--- src/rtl/pmi_pkg.sv ---
package pmi_pkg;
  typedef enum logic [1:0] {
    MODE_OFF = 2'b00,
    MODE_AND = 2'b01,
    MODE_OR  = 2'b10,
    MODE_RSV = 2'b11
  } match_mode_e;

  localparam logic [2:0] CMD_SET_IE     = 3'd1;
  localparam logic [2:0] CMD_CLR_IE     = 3'd2;
  localparam logic [2:0] CMD_CLR_IP_IUS = 3'd3;

  localparam logic [2:0] ADDR_MASK  = 3'd0;
  localparam logic [2:0] ADDR_TRANS = 3'd1;
  localparam logic [2:0] ADDR_POL   = 3'd2;
  localparam logic [2:0] ADDR_DPP   = 3'd3;
  localparam logic [2:0] ADDR_MODE  = 3'd4;
endpackage

--- src/rtl/pmi_sync.sv ---
module pmi_sync #(
  parameter int WIDTH  = 8,
  parameter int STAGES = 2
) (
  input  logic             clk,
  input  logic             rst_n,
  input  logic [WIDTH-1:0] din,
  output logic [WIDTH-1:0] dout
);
  localparam int LAST = STAGES - 1;

  logic [WIDTH-1:0] stage_q [STAGES];

  always_ff @(posedge clk) begin
    if (!rst_n) begin
      for (int i = 0; i < STAGES; i++) stage_q[i] <= '0;
    end else begin
      stage_q[0] <= din;
      for (int i = 1; i < STAGES; i++) stage_q[i] <= stage_q[i-1];
    end
  end

  assign dout = stage_q[LAST];
endmodule

--- src/rtl/pmi_cfg_regs.sv ---
module pmi_cfg_regs
  import pmi_pkg::*;
#(
  parameter int WIDTH = 8
) (
  input  logic             clk,
  input  logic             rst_n,
  input  logic             port_en,
  input  logic             cfg_we,
  input  logic [2:0]       cfg_addr,
  input  logic [WIDTH-1:0] cfg_wdata,
  output logic [WIDTH-1:0] mask_q,
  output logic [WIDTH-1:0] trans_q,
  output logic [WIDTH-1:0] pol_q,
  output logic [WIDTH-1:0] dpp_q,
  output logic [1:0]       mode_q
);
  logic wr_ok;
  assign wr_ok = cfg_we && !port_en;

  always_ff @(posedge clk) begin
    if (!rst_n) begin
      mask_q  <= '0;
      trans_q <= '0;
      pol_q   <= '0;
      dpp_q   <= '1;
      mode_q  <= MODE_OFF;
    end else if (wr_ok) begin
      case (cfg_addr)
        ADDR_MASK:  mask_q  <= cfg_wdata;
        ADDR_TRANS: trans_q <= cfg_wdata;
        ADDR_POL:   pol_q   <= cfg_wdata;
        ADDR_DPP:   dpp_q   <= cfg_wdata;
        ADDR_MODE:  mode_q  <= cfg_wdata[1:0];
        default:    ;
      endcase
    end
  end
endmodule

--- src/rtl/pmi_match.sv ---
module pmi_match
  import pmi_pkg::*;
#(
  parameter int WIDTH = 8
) (
  input  logic             clk,
  input  logic             rst_n,
  input  logic             port_en,
  input  logic [WIDTH-1:0] din_sync,
  input  logic [WIDTH-1:0] mask,
  input  logic [WIDTH-1:0] trans,
  input  logic [WIDTH-1:0] pol,
  input  logic [WIDTH-1:0] dpp,
  input  logic [1:0]       mode,
  output logic             hit,
  output logic             cfg_err
);
  logic [WIDTH-1:0] cur, prv_q, ok_vec;
  logic             prv_ok_q, raw_match;

  function automatic logic [WIDTH-1:0] apply_dpp(input logic [WIDTH-1:0] d,
                                                 input logic [WIDTH-1:0] p);
    return ~(d ^ p);
  endfunction

  function automatic logic [WIDTH-1:0] bit_conditions(
      input logic [WIDTH-1:0] c, input logic [WIDTH-1:0] p,
      input logic edge_ok, input logic [WIDTH-1:0] t, input logic [WIDTH-1:0] s);
    logic [WIDTH-1:0] r;
    for (int i = 0; i < WIDTH; i++) begin
      if (t[i]) r[i] = edge_ok && (s[i] ? (c[i] && !p[i]) : (!c[i] && p[i]));
      else      r[i] = s[i] ? c[i] : !c[i];
    end
    return r;
  endfunction

  function automatic logic all_match(input logic [WIDTH-1:0] ok,
                                     input logic [WIDTH-1:0] m);
    return (|m) && (&(ok | ~m));
  endfunction

  function automatic logic any_match(input logic [WIDTH-1:0] ok,
                                     input logic [WIDTH-1:0] m);
    return |(ok & m);
  endfunction

  assign cur = apply_dpp(din_sync, dpp);

  always_ff @(posedge clk) begin
    if (!rst_n) begin
      prv_q    <= '0;
      prv_ok_q <= 1'b0;
    end else begin
      prv_q    <= cur;
      prv_ok_q <= port_en;
    end
  end

  assign ok_vec  = bit_conditions(cur, prv_q, prv_ok_q, trans, pol);
  assign cfg_err = (mode == MODE_AND) && ($countones(trans & mask) > 1);

  always_comb begin
    case (mode)
      MODE_AND: raw_match = all_match(ok_vec, mask);
      MODE_OR:  raw_match = any_match(ok_vec, mask);
      default:  raw_match = 1'b0;
    endcase
  end

  assign hit = port_en && prv_ok_q && !cfg_err && raw_match;
endmodule

--- src/rtl/pmi_intr_ctl.sv ---
module pmi_intr_ctl
  import pmi_pkg::*;
(
  input  logic       clk,
  input  logic       rst_n,
  input  logic       hit,
  input  logic       cmd_we,
  input  logic [2:0] cmd_code,
  input  logic       irq_ack,
  output logic       int_en,
  output logic       int_pend,
  output logic       in_service,
  output logic       irq
);
  logic do_set_ie, do_clr_ie, do_clr_ip;

  assign do_set_ie = cmd_we && (cmd_code == CMD_SET_IE);
  assign do_clr_ie = cmd_we && (cmd_code == CMD_CLR_IE);
  assign do_clr_ip = cmd_we && (cmd_code == CMD_CLR_IP_IUS);

  always_ff @(posedge clk) begin
    if (!rst_n) begin
      int_en     <= 1'b0;
      int_pend   <= 1'b0;
      in_service <= 1'b0;
    end else begin
      if (do_set_ie)      int_en <= 1'b1;
      else if (do_clr_ie) int_en <= 1'b0;

      if (hit)            int_pend <= 1'b1;
      else if (do_clr_ip) int_pend <= 1'b0;

      if (do_clr_ip)            in_service <= 1'b0;
      else if (irq_ack && irq)  in_service <= 1'b1;
    end
  end

  assign irq = int_en && int_pend;
endmodule

--- src/rtl/pattern_irq_port.sv ---
module pattern_irq_port #(
  parameter int WIDTH       = 8,
  parameter int SYNC_STAGES = 2
) (
  input  logic             clk,
  input  logic             rst_n,
  input  logic             port_en,
  input  logic [WIDTH-1:0] port_in,
  input  logic             cfg_we,
  input  logic [2:0]       cfg_addr,
  input  logic [WIDTH-1:0] cfg_wdata,
  input  logic             cmd_we,
  input  logic [2:0]       cmd_code,
  input  logic             irq_ack,
  output logic             irq,
  output logic             int_en,
  output logic             int_pend,
  output logic             in_service,
  output logic             cfg_err
);
  logic [WIDTH-1:0] din_sync, mask_q, trans_q, pol_q, dpp_q;
  logic [1:0]       mode_q;
  logic             evt_hit;

  pmi_sync #(.WIDTH(WIDTH), .STAGES(SYNC_STAGES)) sync_i (
    .clk(clk), .rst_n(rst_n), .din(port_in), .dout(din_sync)
  );

  pmi_cfg_regs #(.WIDTH(WIDTH)) cfg_i (
    .clk(clk), .rst_n(rst_n), .port_en(port_en), .cfg_we(cfg_we),
    .cfg_addr(cfg_addr), .cfg_wdata(cfg_wdata), .mask_q(mask_q),
    .trans_q(trans_q), .pol_q(pol_q), .dpp_q(dpp_q), .mode_q(mode_q)
  );

  pmi_match #(.WIDTH(WIDTH)) match_i (
    .clk(clk), .rst_n(rst_n), .port_en(port_en), .din_sync(din_sync),
    .mask(mask_q), .trans(trans_q), .pol(pol_q), .dpp(dpp_q),
    .mode(mode_q), .hit(evt_hit), .cfg_err(cfg_err)
  );

  pmi_intr_ctl intr_i (
    .clk(clk), .rst_n(rst_n), .hit(evt_hit), .cmd_we(cmd_we),
    .cmd_code(cmd_code), .irq_ack(irq_ack), .int_en(int_en),
    .int_pend(int_pend), .in_service(in_service), .irq(irq)
  );
endmodule

--- config.mk ---
export PLATFORM = sky130hd
export DESIGN_NAME = pattern_irq_port
export DESIGN_NICKNAME = d
export VERILOG_FILES = /design/src/rtl/pmi_pkg.sv /design/src/rtl/pmi_sync.sv /design/src/rtl/pmi_cfg_regs.sv /design/src/rtl/pmi_match.sv /design/src/rtl/pmi_intr_ctl.sv /design/src/rtl/pattern_irq_port.sv
export SDC_FILE = /design/constraint.sdc
export NUM_CORES = 1
export LEC_CHECK = 0
export BUFFER_PORTS_ARGS = -buffer_cell sky130_fd_sc_hd__clkbuf_2
export CAP_MARGIN = 5
export CORE_MARGIN = 3
export CORE_UTILIZATION = 35
export CTS_CLUSTER_SIZE = 28
export DETAILED_ROUTE_END_ITERATION = 12
export GPL_TIMING_DRIVEN = 1
export HOLD_SLACK_MARGIN = 0.08
export SLEW_MARGIN = 20
export SYNTH_ARGS = -nofsm -noshare
export SYNTH_HDL_FRONTEND = slang
export SYNTH_SLANG_ARGS = --single-unit
--- constraint.sdc ---
create_clock -name clk -period 4.5 [get_ports clk]
set_clock_uncertainty 0.05 [all_clocks]
set_input_delay 0.9 -clock clk [delete_from_list [all_inputs] [get_ports clk]]
set_output_delay 0.9 -clock clk [all_outputs]
set_load 0.005 [all_outputs]
==> flow_summary.toml, run 1 <==
[run_status]
run_status = "complete, no violations"

[min_path]
min_to = "sync_i.stage_q[0][8]"
hold_path.class = "reg -> reg"
worstHoldPathCells = 1
hp-start = "sync_i.stage_q[0][0]"

[flow_run]
cap_violations = 0

[power]
power_uw = 1230
leakage_uw = 0.00138
combPwrFrac_pct = 5.9
clkPwrFrac_pct = 47.5
powerDensity_mw_per_mm2 = 358
sequentialPowerShare_pct = 46.6
intPower_uw = 975
p_sw_uw = 255
peakVddDrop_uv = 190
p_sw_share_pct = 20.8

[worst_setup_path]
timing.rr.start = "cfg_i.mask_q[4]"
critical-path-top-delay-family = "adder cells"
cp-end-kind = "output pin"
startpoint = "cfg_i.trans_q[7]"
cp_max_fo = 4
critPathRequiredTime_ns = 3.55
path_cells = "and2_1 > ha_1 > inv_1 > fa_1 > inv_1 > fa_1 > ha_1 > inv_1 > fa_1 > a31oi_1 > clkbuf_2"
worst_setup_path_start_kind = "flip-flop"
critPathBufInv = 4
worstReg2RegEnd = "intr_i.int_pend"
arrival_ns = 3.09
crit_type = "reg -> out"
slowest_stage = "fa_1"
r2r_slack_ns = 0.90
max_stage_delay_ns = 0.42
reg2reg_depth = 11

[layout]
layout-drive-gt1-share_pct = 16.0
fillCellCount = 789
area_growth_pct = 16.2
multiInputGateArea_mm2 = 0.00158
regArea_mm2 = 0.00124
fin_nets = 386
antennaDiodeCount = 0
stdcell_area_mm2 = 0.00344

[clock_network]
cts_tree = "built"
path_clk_slew_ns = 0.07
root_buffer = "clkbuf_8"
ctsResizeCount = 0
cts_inserted_buffers = 9
post-cts-setup-buffer-count = 0
htree_levels = 3
hold_buffers = 0
cts.sinks = 62
insertion_delay_ns = 0.34
cts.path.max_buffers = 2

[global_route]
grt_pass1_vias = 2102
grt_pass1_wl_mm = 10.2
grt_overflow = 0
track_usage_pct = 13.4
grt_start_max_net_pins = 34
antenna_found_initial = 0

[route]
ant_nets = 0
vias_per_cell = 4.89
drt-total-wl_mm = 6.00
first_pass_iters = 6
drc = 0
routedWlPerCell_um = 13.3
drt_iter0_markers = 80
vias = 2212

[sta]
post-route-period-util_pct = 89.7
finalSetupTns_ns = 0
worst_slew_pin_slew_ns = 1.06
grt_setup_unrepaired = "no"
hold_viol_final = 0
min_period_ns = 4.04
maxSlewHeadroom_pct = 28.8
setup_viol = 0
slew_violations = 0
fmax_mhz = 248

[synthesis]
synth_nets = 353
ys_ff_latch = 62
yosysWarnings = 0
synthCells = 313
avgSynthCellArea_um2 = 9.45
synth_area_mm2 = 0.00296
synthFlopType = "dfxtp_1"
yosys.cell_types.count = 49
synth_enable_flop_cells = 0
seq_area_frac_synth_pct = 42.0
async_reset_ff_share_pct = 0

[place]
io_buffers = 32
hpwl_mm = 4.21
gp_congestion = 0.828
dpl_cell_area_mm2 = 0.00320

[die]
floorplan.die.height_um = 97.9
die_w_um = 97.9
io_pins = 33
dieArea_mm2 = 0.00959
initial_utilization_pct = 37.1
coreArea_mm2 = 0.00797
row_count = 32
worst max-delay path by stage:
stage / to / slack, ns / depth (start not counted)
after detailed placement: cfg_err / 0.79 / 11
after floorplan: cfg_err / 1.06 / 8
after global placement: cfg_err / 0.84 / 11
after CTS: cfg_err / 0.42 / 11
after global routing: cfg_err / 0.26 / 12
final: cfg_err / 0.46 / 11
per-layer routing:
layer,vias to the layer above,share of wire [%],track usage (%)
met5,-,0,0
met4,0,1.6,4.90
met3,9,4.8,4.93
met2,46,42,19.9
met1,1032,52,17.9
li1,1125,-,-
final cells by class:
class / instances / area share (%)
repair buffers: 32 / 4.66
well taps: 102 / 3.71
multi-input cells: 217 / 46.0
inverters: 24 / 2.62
clock buffers: 11 / 4.11
flip-flops and latches: 62 / 36.1
clock inverters: 4 / 2.77
per-stage QoR:
stage / cells / utilization, % / setup slack, ns / hold slack (ns)
2_1_floorplan: 313 / - / 1.06 / 0.362
4_1_cts: 452 / 43.2 / 0.423 / 0.383
3_5_place_dp: 437 / 40.2 / 0.794 / 0.367
3_3_place_gp: 437 / 40.2 / 0.842 / 0.366
6_report: 452 / 43.2 / 0.461 / 0.377
5_1_grt: 452 / 43.2 / 0.260 / 0.391
sequential cells by signal (all words and copies together), names as in the netlist:
register           count
cfg_i.mask_q           8
match_i.prv_q          8
cfg_i.dpp_q            8
cfg_i.trans_q          8
match_i.prv_ok_q       1
cfg_i.mode_q           2
intr_i.int_en          1
intr_i.in_service      1
cfg_i.pol_q            8
intr_i.int_pend        1
sync_i.stage_q        16
cell families (layout without fill, tap and decap cells):
group                    Yosys count  count (layout)  synth area share [%]
AO/OA/AOI/OAI                     36              36                  8.33
XOR/XNOR                          13              13                  4.61
adder cells (fa/ha/maj)           12              12                  6.09
buffers and inverters             34              71                  4.69
flip-flops                        62              62                  42.0
multiplexers                      34              34                  11.5
AND/OR/NAND/NOR                  122             122                  22.8
placed cells by master (no fill, tap or decap), types with 2 or more instances in the layout:
cell,synthesis,routed
nand2b_1,4,4
o211ai_1,3,3
a211oi_1,2,2
inv_1,23,23
and2_1,28,28
a21oi_1,6,6
or2_2,2,2
fa_1,4,4
nand2_1,19,19
xnor2_1,8,8
nor4b_1,4,4
dfxtp_1,62,62
ha_1,8,8
a22oi_1,3,3
nor3b_1,6,5
a31oi_1,2,2
mux2i_1,34,34
nor4_1,2,2
xnor2_2,2,2
a22o_1,2,2
a32oi_1,2,2
o21ai_0,8,8
nor2_1,38,38
bufinv_16,0,3
nand3b_1,6,6
clkbuf_8,0,10
clkbuf_2,0,32
nor3_1,3,3
xor2_1,2,2
synth_stat cells (2+ instances only):
cell,count,area [µm²]
and2_1,28,175
nor3b_1,6,45.0
buf_2,3,15.0
a32oi_1,2,17.5
o21ai_0,8,40.0
nand2_1,19,71.3
xor2_1,2,17.5
fa_1,4,80.1
inv_1,23,86.3
clkbuf_1,6,22.5
nor3_1,3,15.0
ha_1,8,100
a22oi_1,3,22.5
xnor2_2,2,32.5
nor2_1,38,143
o211ai_1,3,22.5
nor4b_1,4,35.0
nand2b_1,4,25.0
xnor2_1,8,70.1
a22o_1,2,17.5
nor4_1,2,12.5
a211oi_1,2,15.0
dfxtp_1,62,1240
or2_2,2,12.5
nand3b_1,6,45.0
a21oi_1,6,30.0
mux2i_1,34,340
a31oi_1,2,12.5
power by group through the flow:
stage          Combinational (µW)  Sequential [µW]  Clock (µW)
3_5_place_dp                 72.6              586           0
6_report                     72.1              574         584
3_3_place_gp                 71.8              585           0
4_1_cts                      73.2              573         599
5_1_grt                      81.6              575         628
2_1_floorplan                47.6              581           0
Note: power is estimated with default switching activity, not from simulation.
==> inputs of run 2 (changes only) <==
--- a/config.mk
+++ b/config.mk
@@ -13,6 +13,7 @@
 export DETAILED_ROUTE_END_ITERATION = 12
 export GPL_TIMING_DRIVEN = 1
 export HOLD_SLACK_MARGIN = 0.08
+export REMOVE_ABC_BUFFERS = 1
 export SLEW_MARGIN = 20
 export SYNTH_ARGS = -nofsm -noshare
 export SYNTH_HDL_FRONTEND = slang
==> run 2 against run 1 <==
Against the previous run:
- final area down 1.8%
- combinational power grew 1%
- register-to-register slack improved by 0.22 ns
- hold slack improved by 0.0063 ns
- core utilization is 0.77 points lower
- final cell count grew 0.44%
- global-route usage is 0.76 points higher
- die area did not move
- largest cell class unchanged
- routed wire length rose by 3.1%
- fmax is 0.29% higher
- flip-flop and latch count unchanged
- worst setup slack improved by 0.012 ns
==> flow_summary.toml, run 2 (synthesized netlist as in run 1, its figures left out) <==
[run_status]
run_status = "complete, no violations"

[worst_setup_path]
reg2reg_depth = 12
worstReg2RegEnd = "intr_i.int_pend"
startpoint = "cfg_i.trans_q[7]"
worst_setup_path_start_kind = "flip-flop"
cp-end-kind = "output pin"
path_cells = "and2_1 > ha_1 > inv_1 > fa_1 > inv_1 > fa_1 > ha_1 > inv_1 > fa_1 > a31oi_1 > clkbuf_2"
r2r_slack_ns = 1.12
arrival_ns = 3.08
timing.rr.start = "cfg_i.mask_q[6]"
critPathRequiredTime_ns = 3.55
slowest_stage = "fa_1"
cp_max_fo = 4
crit_type = "reg -> out"
max_stage_delay_ns = 0.42

[place]
gp_congestion = 0.827
dpl_cell_area_mm2 = 0.00321
hpwl_mm = 4.32
io_buffers = 32

[layout]
fin_nets = 387
layout-drive-gt1-share_pct = 16.2
final_cell_mix = "dfxtp_1, nor2_1, mux2i_1, clkbuf_2, and2_1"
final_util_pct = 42.4
antennaDiodeCount = 0
area_growth_pct = 14.2
stdcell_area_mm2 = 0.00338
largest_reg_flops = 16
top_register = "sync_i.stage_q"
final_common_cell = "dfxtp_1"

[global_route]
grt_pass1_wl_mm = 10.8
track_usage_pct = 14.2
grt_start_max_net_pins = 34
antenna_found_initial = 0
grt_overflow = 0
grt_pass1_vias = 2231

[sta]
setup_viol = 0
slew_violations = 0
hold_viol_final = 0
worst_slew_pin_slew_ns = 0.958
grt_setup_unrepaired = "no"
min_period_ns = 4.03
fmax_mhz = 248
maxSlewHeadroom_pct = 36.1
post-route-period-util_pct = 89.5
finalSetupTns_ns = 0

[route]
drc = 0
vias = 2184
first_pass_iters = 5
drt_iter0_markers = 88
drt-total-wl_mm = 6.18
routedWlPerCell_um = 13.6
ant_nets = 0
vias_per_cell = 4.81

[die]
die_w_um = 97.9
initial_utilization_pct = 37.1
io_pins = 33
coreArea_mm2 = 0.00797
dieArea_mm2 = 0.00959
row_count = 32
floorplan.die.height_um = 97.9

[clock_network]
cts.sinks = 62
path_clk_slew_ns = 0.07
ctsResizeCount = 0
cts_inserted_buffers = 9
cts_tree = "built"
root_buffer = "clkbuf_8"
insertion_delay_ns = 0.34
cts.path.max_buffers = 2
post-cts-setup-buffer-count = 0
htree_levels = 3
hold_buffers = 0

[min_path]
min_to = "sync_i.stage_q[0][15]"
worstHoldPathCells = 1
hp-start = "sync_i.stage_q[0][7]"
hold_path.class = "reg -> reg"

[power]
peakVddDrop_uv = 107
intPower_uw = 808
combPwrFrac_pct = 6.8
powerDensity_mw_per_mm2 = 318
p_sw_share_pct = 24.9
p_sw_uw = 267
power_uw = 1070
sequentialPowerShare_pct = 53.3
clkPwrFrac_pct = 39.8
leakage_uw = 0.00135

[flow_run]
cap_violations = 0
## run 2: cell types whose count changed in the layout (fill, tap and decap cells not counted), sizes merged
cell	before	now
buf	0	1
clkinvlp	0	1
clkbuf	43	44
clkinv	1	3
bufinv	3	0
## run 2: through the flow
| step | cells | worst slack, ns | hold WS [ns] |
|---|---|---|---|
| after detailed placement | 438 | 0.819 | 0.369 |
| after CTS | 454 | 0.441 | 0.386 |
| after floorplan | 303 | 1.06 | 0.362 |
| after global routing | 454 | 0.277 | 0.400 |
| final | 454 | 0.473 | 0.384 |
| after global placement | 438 | 0.852 | 0.366 |
## run 2: cell type report
type,count,area (µm²)
clock inverter,4,22.5
tap,102,128
sequential,62,1240
timing repair buffer,33,168
inverter,24,90.1
clock buffer,12,145
multi-input combinational,217,1580
fill,786,4590
## run 2: per-layer routing
| metal | GRT usage, % | wire length (µm) |
|---|---|---|
| met3 | 5.00 | 282 |
| met4 | 3.94 | 89 |
| met2 | 22.1 | 2740 |
| met5 | 0 | 0 |
| met1 | 18.6 | 3070 |
## run 2: worst max-delay path by stage
stage | endpoint | slack [ns] | depth (start not counted)
3_5_place_dp | cfg_err | 0.82 | 11
2_1_floorplan | cfg_err | 1.06 | 8
4_1_cts | cfg_err | 0.44 | 11
5_1_grt | cfg_err | 0.28 | 12
6_report | cfg_err | 0.47 | 11
3_3_place_gp | cfg_err | 0.85 | 11
## run 2: worst max-delay path: cells and delay by family, from the launching register on
kind                       cells  cell delay [ns]
DFF                            1             0.33
AOI/OAI and AO/OA              1             0.18
buffers and inverters          4             0.35
adders and majority gates      5             1.70
and+or+nand+nor                1             0.17
## run 2: power groups by stage
stage | logic [µW] | registers (µW) | clock network, µW
detailed placement | 74.2 | 586 | 0
finish | 73.1 | 573 | 428
global route | 83.5 | 575 | 467
CTS | 74.6 | 573 | 444
floorplan | 41.5 | 583 | 0
global placement | 73.3 | 586 | 0
